### src/rtl/wdog_pkg.sv
package wdog_pkg;

    typedef enum logic [1:0] {
        ST_OFF  = 2'd0,
        ST_RUN  = 2'd1,
        ST_WARN = 2'd2,
        ST_BITE = 2'd3
    } wd_state_e;

    localparam logic [4:0] OFS_CTRL   = 5'h00;
    localparam logic [4:0] OFS_PERIOD = 5'h04;
    localparam logic [4:0] OFS_KICK   = 5'h08;
    localparam logic [4:0] OFS_COUNT  = 5'h0C;
    localparam logic [4:0] OFS_STATUS = 5'h10;

    localparam logic [7:0] KICK_KEY = 8'h76;

endpackage

### src/rtl/wdog_regs.sv
module wdog_regs
    import wdog_pkg::*;
#(
    parameter int ADDR_W    = 5,
    parameter int DATA_W    = 32,
    parameter int SEL_W     = 4,
    parameter int LEN_W     = 4,
    parameter int CNT_W     = 32,
    parameter int DEF_SEL   = 0,
    parameter int DEF_PULSE = 3
) (
    input  logic              clk,
    input  logic              rst_n,
    input  logic              psel,
    input  logic              penable,
    input  logic              pwrite,
    input  logic [ADDR_W-1:0] paddr,
    input  logic [DATA_W-1:0] pwdata,
    output logic [DATA_W-1:0] prdata,
    input  logic [CNT_W-1:0]  cnt_val,
    input  logic              irq,
    output logic              arm,
    output logic              warn_first,
    output logic [LEN_W-1:0]  pulse_len,
    output logic [SEL_W-1:0]  sel,
    output logic              kick_ok,
    output logic              clr_irq
);

    logic wr_acc, rd_acc;
    logic [DATA_W-1:0] cnt_rd, ctrl_rd, per_rd;
    logic unused_wdata;

    assign wr_acc = psel & penable & pwrite;
    assign rd_acc = psel & penable & ~pwrite;
    assign unused_wdata = ^pwdata;

    // keyed restart: only the key in the low byte counts
    assign kick_ok = wr_acc && (paddr == ADDR_W'(OFS_KICK)) && (pwdata[7:0] == KICK_KEY);
    assign clr_irq = rd_acc && (paddr == ADDR_W'(OFS_STATUS));

    always_ff @(posedge clk or negedge rst_n) begin
        if (!rst_n) begin
            arm        <= 1'b0;
            warn_first <= 1'b0;
            pulse_len  <= LEN_W'(DEF_PULSE);
            sel        <= SEL_W'(DEF_SEL);
        end else if (wr_acc) begin
            if (paddr == ADDR_W'(OFS_CTRL)) begin
                if (pwdata[0]) arm <= 1'b1;   // sticky: a zero never clears it
                warn_first <= pwdata[1];
                pulse_len  <= pwdata[8 +: LEN_W];
            end
            if (paddr == ADDR_W'(OFS_PERIOD)) begin
                sel <= pwdata[SEL_W-1:0];
            end
        end
    end

    generate
        if (CNT_W >= DATA_W) begin : g_cnt_trunc
            assign cnt_rd = cnt_val[DATA_W-1:0];
        end else begin : g_cnt_ext
            assign cnt_rd = {{(DATA_W-CNT_W){1'b0}}, cnt_val};
        end
    endgenerate

    always_comb begin
        ctrl_rd              = '0;
        ctrl_rd[0]           = arm;
        ctrl_rd[1]           = warn_first;
        ctrl_rd[8 +: LEN_W]  = pulse_len;
        per_rd               = '0;
        per_rd[SEL_W-1:0]    = sel;
    end

    always_comb begin
        prdata = '0;
        if (psel && !pwrite) begin
            unique case (paddr)
                ADDR_W'(OFS_CTRL):   prdata = ctrl_rd;
                ADDR_W'(OFS_PERIOD): prdata = per_rd;
                ADDR_W'(OFS_COUNT):  prdata = cnt_rd;
                ADDR_W'(OFS_STATUS): prdata = {{(DATA_W-1){1'b0}}, irq};
                default:             prdata = '0;
            endcase
        end
    end

    // the arm bit never falls outside reset
    a_r8_arm_sticky: assert property (@(posedge clk) disable iff (!rst_n)
        arm |=> arm);

endmodule

### src/rtl/wdog_count.sv
module wdog_count #(
    parameter int CNT_W    = 32,
    parameter int SEL_W    = 4,
    parameter int BASE_EXP = 16
) (
    input  logic             clk,
    input  logic             rst_n,
    input  logic             load,
    input  logic             tick,
    input  logic [SEL_W-1:0] sel,
    output logic [CNT_W-1:0] cnt,
    output logic             expire
);

    localparam int SH_W = $clog2(CNT_W) + 1;

    logic [SH_W-1:0]  sh;
    logic [CNT_W-1:0] start_val;
    logic [CNT_W-1:0] cnt_q;

    assign sh        = SH_W'(BASE_EXP) + SH_W'(sel);
    assign start_val = CNT_W'(1) << sh;
    assign expire    = tick && (cnt_q <= CNT_W'(1));
    assign cnt       = cnt_q;

    always_ff @(posedge clk or negedge rst_n) begin
        if (!rst_n) begin
            cnt_q <= '0;
        end else if (load) begin
            cnt_q <= start_val;
        end else if (tick) begin
            if (expire) cnt_q <= start_val;
            else        cnt_q <= cnt_q - CNT_W'(1);
        end
    end

    // a qualified cycle above one steps the count down by exactly one
    a_r2_step_down: assert property (@(posedge clk) disable iff (!rst_n)
        (tick && !load && cnt_q > CNT_W'(1)) |=> (cnt_q == $past(cnt_q) - CNT_W'(1)));

    // the count never lands on zero after a load or a tick
    a_r2_no_zero: assert property (@(posedge clk) disable iff (!rst_n)
        (tick || load) |=> (cnt_q != '0));

    // without a qualified cycle or reload the count holds
    a_r3_hold_idle: assert property (@(posedge clk) disable iff (!rst_n)
        (!tick && !load) |=> $stable(cnt_q));

endmodule

### src/rtl/wdog_fsm.sv
module wdog_fsm
    import wdog_pkg::*;
#(
    parameter int LEN_W = 4
) (
    input  logic             clk,
    input  logic             rst_n,
    input  logic             arm,
    input  logic             warn_first,
    input  logic [LEN_W-1:0] pulse_len,
    input  logic             kick_ok,
    input  logic             clr_irq,
    input  logic             expire,
    output logic             load,
    output logic             counting,
    output logic             irq,
    output logic             sys_rst
);

    wd_state_e        state_q, state_d;
    logic [LEN_W-1:0] rcnt_q;
    logic             irq_q, rst_q;

    assign counting = (state_q == ST_RUN) || (state_q == ST_WARN);
    assign irq      = irq_q;
    assign sys_rst  = rst_q;

    // state register
    always_ff @(posedge clk or negedge rst_n) begin
        if (!rst_n) state_q <= ST_OFF;
        else        state_q <= state_d;
    end

    // transitions
    always_comb begin
        state_d = state_q;
        load    = 1'b0;
        unique case (state_q)
            ST_OFF: begin
                if (arm) begin                       // arm_start
                    state_d = ST_RUN;
                    load    = 1'b1;
                end
            end
            ST_RUN: begin
                if (kick_ok) begin                   // kick_reload
                    load = 1'b1;
                end else if (expire) begin           // first_expiry / hard_expiry
                    state_d = warn_first ? ST_WARN : ST_BITE;
                end
            end
            ST_WARN: begin
                if (kick_ok) begin                   // kick_rescue
                    state_d = ST_RUN;
                    load    = 1'b1;
                end else if (expire) begin           // second_expiry
                    state_d = ST_BITE;
                end
            end
            ST_BITE: begin
                if (rcnt_q == '0) begin              // pulse_done
                    state_d = ST_RUN;
                    load    = 1'b1;
                end
            end
            default: state_d = ST_OFF;
        endcase
    end

    // outputs
    always_ff @(posedge clk or negedge rst_n) begin
        if (!rst_n) begin
            irq_q  <= 1'b0;
            rst_q  <= 1'b0;
            rcnt_q <= '0;
        end else begin
            rst_q <= (state_d == ST_BITE);
            if (state_q == ST_RUN && state_d == ST_WARN) begin
                irq_q <= 1'b1;
            end else if (clr_irq || (kick_ok && counting) ||
                         (state_q == ST_BITE && state_d == ST_RUN)) begin
                irq_q <= 1'b0;
            end
            if (state_q != ST_BITE && state_d == ST_BITE) begin
                rcnt_q <= pulse_len;
            end else if (state_q == ST_BITE && rcnt_q != '0) begin
                rcnt_q <= rcnt_q - LEN_W'(1);
            end
        end
    end

    // the interrupt only rises on entry to the warning state
    a_r6_irq_on_warn: assert property (@(posedge clk) disable iff (!rst_n)
        $rose(irq_q) |-> (state_q == ST_WARN));

    // an immediate-mode expiry goes straight to reset without an interrupt
    a_r5_immediate: assert property (@(posedge clk) disable iff (!rst_n)
        (state_q == ST_RUN && expire && !kick_ok && !warn_first) |=> (sys_rst && !irq_q));

    // the pulse ends when its length counter is spent
    a_r7_pulse_end: assert property (@(posedge clk) disable iff (!rst_n)
        (state_q == ST_BITE && rcnt_q == '0) |=> (!sys_rst && !irq_q));

    // once left, the off state is never re-entered
    a_r8_no_disarm: assert property (@(posedge clk) disable iff (!rst_n)
        (state_q != ST_OFF) |=> (state_q != ST_OFF));

endmodule

### src/rtl/wdog_dual_stage.sv
module wdog_dual_stage #(
    parameter int ADDR_W    = 5,
    parameter int DATA_W    = 32,
    parameter int SEL_W     = 4,
    parameter int LEN_W     = 4,
    parameter int BASE_EXP  = 16,
    parameter int DEF_SEL   = 0,
    parameter int DEF_PULSE = 3
) (
    input  logic              clk,
    input  logic              rst_n,
    input  logic              psel,
    input  logic              penable,
    input  logic              pwrite,
    input  logic [ADDR_W-1:0] paddr,
    input  logic [DATA_W-1:0] pwdata,
    output logic [DATA_W-1:0] prdata,
    input  logic              cnt_en,
    input  logic              pause,
    output logic              irq,
    output logic              sys_rst
);

    localparam int CNT_W = BASE_EXP + (1 << SEL_W);

    logic             arm, warn_first, kick_ok, clr_irq;
    logic [LEN_W-1:0] pulse_len;
    logic [SEL_W-1:0] sel;
    logic [CNT_W-1:0] cnt;
    logic             expire, load, counting, tick;

    assign tick = counting & cnt_en & ~pause;

    wdog_regs #(
        .ADDR_W(ADDR_W), .DATA_W(DATA_W), .SEL_W(SEL_W), .LEN_W(LEN_W),
        .CNT_W(CNT_W), .DEF_SEL(DEF_SEL), .DEF_PULSE(DEF_PULSE)
    ) u_regs (
        .clk(clk), .rst_n(rst_n),
        .psel(psel), .penable(penable), .pwrite(pwrite),
        .paddr(paddr), .pwdata(pwdata), .prdata(prdata),
        .cnt_val(cnt), .irq(irq),
        .arm(arm), .warn_first(warn_first), .pulse_len(pulse_len), .sel(sel),
        .kick_ok(kick_ok), .clr_irq(clr_irq)
    );

    wdog_count #(
        .CNT_W(CNT_W), .SEL_W(SEL_W), .BASE_EXP(BASE_EXP)
    ) u_count (
        .clk(clk), .rst_n(rst_n),
        .load(load), .tick(tick), .sel(sel),
        .cnt(cnt), .expire(expire)
    );

    wdog_fsm #(
        .LEN_W(LEN_W)
    ) u_fsm (
        .clk(clk), .rst_n(rst_n),
        .arm(arm), .warn_first(warn_first), .pulse_len(pulse_len),
        .kick_ok(kick_ok), .clr_irq(clr_irq), .expire(expire),
        .load(load), .counting(counting), .irq(irq), .sys_rst(sys_rst)
    );

    // the pause input freezes the counter unless a reload is under way
    a_r4_pause_freeze: assert property (@(posedge clk) disable iff (!rst_n)
        (pause && !load) |=> $stable(cnt));

    // clearing the flag by a read never touches the count
    a_r10_clear_keeps_count: assert property (@(posedge clk) disable iff (!rst_n)
        (clr_irq && !tick && !load) |=> $stable(cnt));

endmodule

### config.mk
export PLATFORM = sky130hd
export DESIGN_NAME = wdog_dual_stage
export DESIGN_NICKNAME = d
export VERILOG_FILES = /design/src/rtl/wdog_pkg.sv /design/src/rtl/wdog_regs.sv /design/src/rtl/wdog_count.sv /design/src/rtl/wdog_fsm.sv /design/src/rtl/wdog_dual_stage.sv
export SDC_FILE = /design/constraint.sdc
export NUM_CORES = 1
export LEC_CHECK = 0
export ABC_AREA = 1
export CORE_MARGIN = 5
export CORE_UTILIZATION = 47
export CTS_CLUSTER_SIZE = 28
export DETAILED_ROUTE_END_ITERATION = 10
export GPL_TIMING_DRIVEN = 0
export PLACE_DENSITY = 0.74
export SYNTH_ARGS = -nofsm -noshare
export SYNTH_HDL_FRONTEND = slang
export SYNTH_SLANG_ARGS = --single-unit
### constraint.sdc
create_clock -name clk -period 1.95 [get_ports clk]
set_input_delay 0.2925 -clock clk [delete_from_list [all_inputs] [get_ports clk]]
set_output_delay 0.2925 -clock clk [all_outputs]
set_load 0.005 [all_outputs]
==> results_dict.tcl <==
set metrics [dict create \
    outcome "complete, but fails checks" \
    violations "setup timing" \
    fin_cells 784 \
    dr_wl_met3_mm 1.09 \
    antenna_found_initial 0 \
    synth_flop_cell "dfrtp_1" \
    place_hpwl_mm 8.18 \
    ff_latch_area_sq_um 1260 \
    dieArea_sq_um 9690 \
    clk_pin_slew_ns 0.10 \
    globalRouteTotalUtil 0.248 \
    place_inst 692 \
    clock-root-buffer "clkbuf_8" \
    yosysUniqueCellTypes 40 \
    endpoint_kind "flop" \
    fp-row-count 32 \
    synth_edf_count 0 \
    cts.sinks 50 \
    setup_viol 24 \
    fp.dieW_um 98.4 \
    ir_drop_mv 0.836 \
    fillCellCount 524 \
    grt_first_pass_wirelength_mm 19.8 \
    arrival_ns 2.33 \
    drive_gt1_frac 0.421 \
    top_layer "met4" \
    gp_congestion 0.902 \
    leakage_uw 0.00262 \
    core_region_area_sq_um 7690 \
    yosys_warnings 0 \
    syn_area_sq_um 3680 \
    viasPerCell 5.68 \
    syn_avg_cell_area_sq_um 6.91 \
    crit_fanout 7 \
    syn-num-nets 583 \
    slew_headroom 0.671 \
    period_needed_ns 2.12 \
    grt_overflow 0 \
    drc 0 \
    worst_slack_ns -0.173 \
    start_util 0.478 \
    async_reset_ff_frac 1.00 \
    hold_path_class "in2reg" \
    yosysSeqAreaShare 0.341 \
    hold_viol_final 0 \
    synth-seq-cells 50 \
    drtIter0Drc 394 \
    met1_length_mm 5.32 \
    vias 4457 \
    finish.utilization 0.747 \
    num_antenna_cells 0 \
    worstPathRequired_ns 2.16 \
    critPathKind "reg2reg" \
    portBuffers 57 \
    start_kind "flop" \
    wirelength_mm 13.6 \
    grt_pass1_vias 4100 \
    report.power.total_uw 8890 \
    antenna_left 0 \
    nets 732 \
    final_common_cell "nand2_1" \
    areaGrowthSynthToFinish_pct 56.2 \
    final_cell_area_sq_um 5740 \
    maxCapViolations 0 \
    insertion_delay_ns 0.32 \
    period_share 1.09 \
    cts_max_path_buffers 2 \
    skew_ns 0.0157 \
    ioPinCount 78 \
    rsz0062_at_grt "true" \
    die_h_um 98.4 \
    max_clock_freq_mhz 471 \
    dr.pass1.iters 5 \
    wl_per_cell_um 17.3 \
    multiInputGateArea_sq_um 2590 \
    tightestPinTransition_ns 0.494 \
    p_per_area_nw_per_um2 1550 \
    wl_met2_mm 6.52 \
    cts_max_level 2 \
    place_area_sq_um 4410 \
    slew_viol_final 0 \
    dp_worst_setup_slack_ns -1.41 \
    synth_cells 532 \
    final_cell_mix "75 x nand2_1, 71 x buf_4, 55 x inv_1" \
    cts_buffers 5 \
    grt_max_degree 33 \
    cts_tree "done" \
]
## cells by family after synthesis
| group | count (synthesis) | synth area share |
|---|---|---|
| flops | 50 | 0.341 |
| mux | 2 | 0.00613 |
| fa+ha+maj | 7 | 0.0238 |
| simple gates | 284 | 0.372 |
| buf+inv | 92 | 0.0980 |
| compound gates | 83 | 0.126 |
| xor+xnor | 14 | 0.0334 |
## per-stage QoR
stage | hold WS, ns | TNS [ns]
floorplan | -0.00309 | 0
global placement | 0.495 | -97.18
detailed placement | 0.274 | -55.95
CTS | 0.407 | -0.137
global route | 0.440 | -6.02
finish | 0.423 | -1.94
## where the power goes
part / internal [uW] / switching [uW] / total, uW
Clock: 287 / 387 / 674
Combinational: 2770 / 3590 / 6360
Sequential: 1440 / 414 / 1850
## flip-flops by register name, indices dropped and copies added, names as in the netlist
name / count
u_count.cnt: 32
u_fsm.rcnt_q: 4
u_regs.pulse_len: 4
u_regs.sel: 4
u_fsm.state_q: 2
u_fsm.irq: 1
u_fsm.sys_rst: 1
u_regs.arm: 1
u_regs.warn_first: 1
## worst paths after layout
check	from	end	slack, ns	cells after the start
worst max-delay path	u_fsm.state_q[0]	u_count.cnt[21]	-0.17	13
min in group asynchronous	rst_n	u_count.cnt[7]	0.45	2
worst max register to register	u_fsm.state_q[0]	u_count.cnt[21]	-0.17	13
worst min-delay path	pwdata[2]	u_regs.sel[2]	0.42	3
max in group asynchronous	rst_n	u_regs.pulse_len[0]	0.88	3
worst min register to register	u_regs.pulse_len[2]	u_regs.pulse_len[2]	0.56	2
## final cells by class
class | count | area share
multi-input combinational | 390 | 0.451
sequential | 50 | 0.220
timing repair buffer | 142 | 0.204
inverter | 78 | 0.0551
buffer | 14 | 0.0316
tap | 102 | 0.0222
clock buffer | 6 | 0.0144
clock inverter | 2 | 0.00218
## layer usage
metal	GRT usage	vias to the layer above
met3	0.0382	61
met2	0.423	258
met1	0.326	2089
met5	0	-
li1	-	2049
met4	0.0725	0
## timing repair
action                                  in CTS  in global routing
gates cloned                                 0                  2
hold buffers                                 1                  0
pin swaps                                   32                 25
setup buffers                               52                 31
hold endpoints to repair                    18                  0
endpoints found under the setup margin      72                 48
resized for setup                          230                113
## synthesized netlist by cell type, types with 2 or more instances
library cell / number / area, sq um
dfstp_2: 2 / 52.6
nand3_2: 2 / 20.0
nor4_1: 3 / 18.8
buf_2: 6 / 30.0
o21ai_1: 4 / 20.0
ha_1: 7 / 87.6
inv_1: 75 / 282
nor2_4: 7 / 78.8
mux2_2: 2 / 22.5
nor2_2: 9 / 56.3
o31ai_1: 2 / 15.0
nand2_1: 91 / 342
dfrtp_1: 48 / 1200
clkbuf_1: 7 / 26.3
o21ai_0: 33 / 165
xor2_1: 14 / 123
o211ai_1: 2 / 15.0
a31oi_1: 7 / 43.8
nand4_1: 7 / 43.8
nand3_1: 39 / 195
inv_2: 3 / 11.3
nor3_1: 46 / 230
nand2_2: 9 / 56.3
a21oi_1: 25 / 125
a22oi_1: 3 / 22.5
nand2_4: 4 / 45.0
nor2_1: 62 / 233
## worst max-delay path, cell delays in order, from the launching register on
cell	delay, ns
dfrtp_1	0.38
inv_2	0.06
ha_4	0.28
nand3_4	0.10
nor2_4	0.10
nand2_1	0.07
nor2_2	0.10
nand2_2	0.09
buf_4	0.17
nand2_8	0.13
clkinv_8	0.08
buf_4	0.15
a21oi_2	0.21
o31ai_4	0.10
No activity file was read; power rests on OpenSTA's default activity.
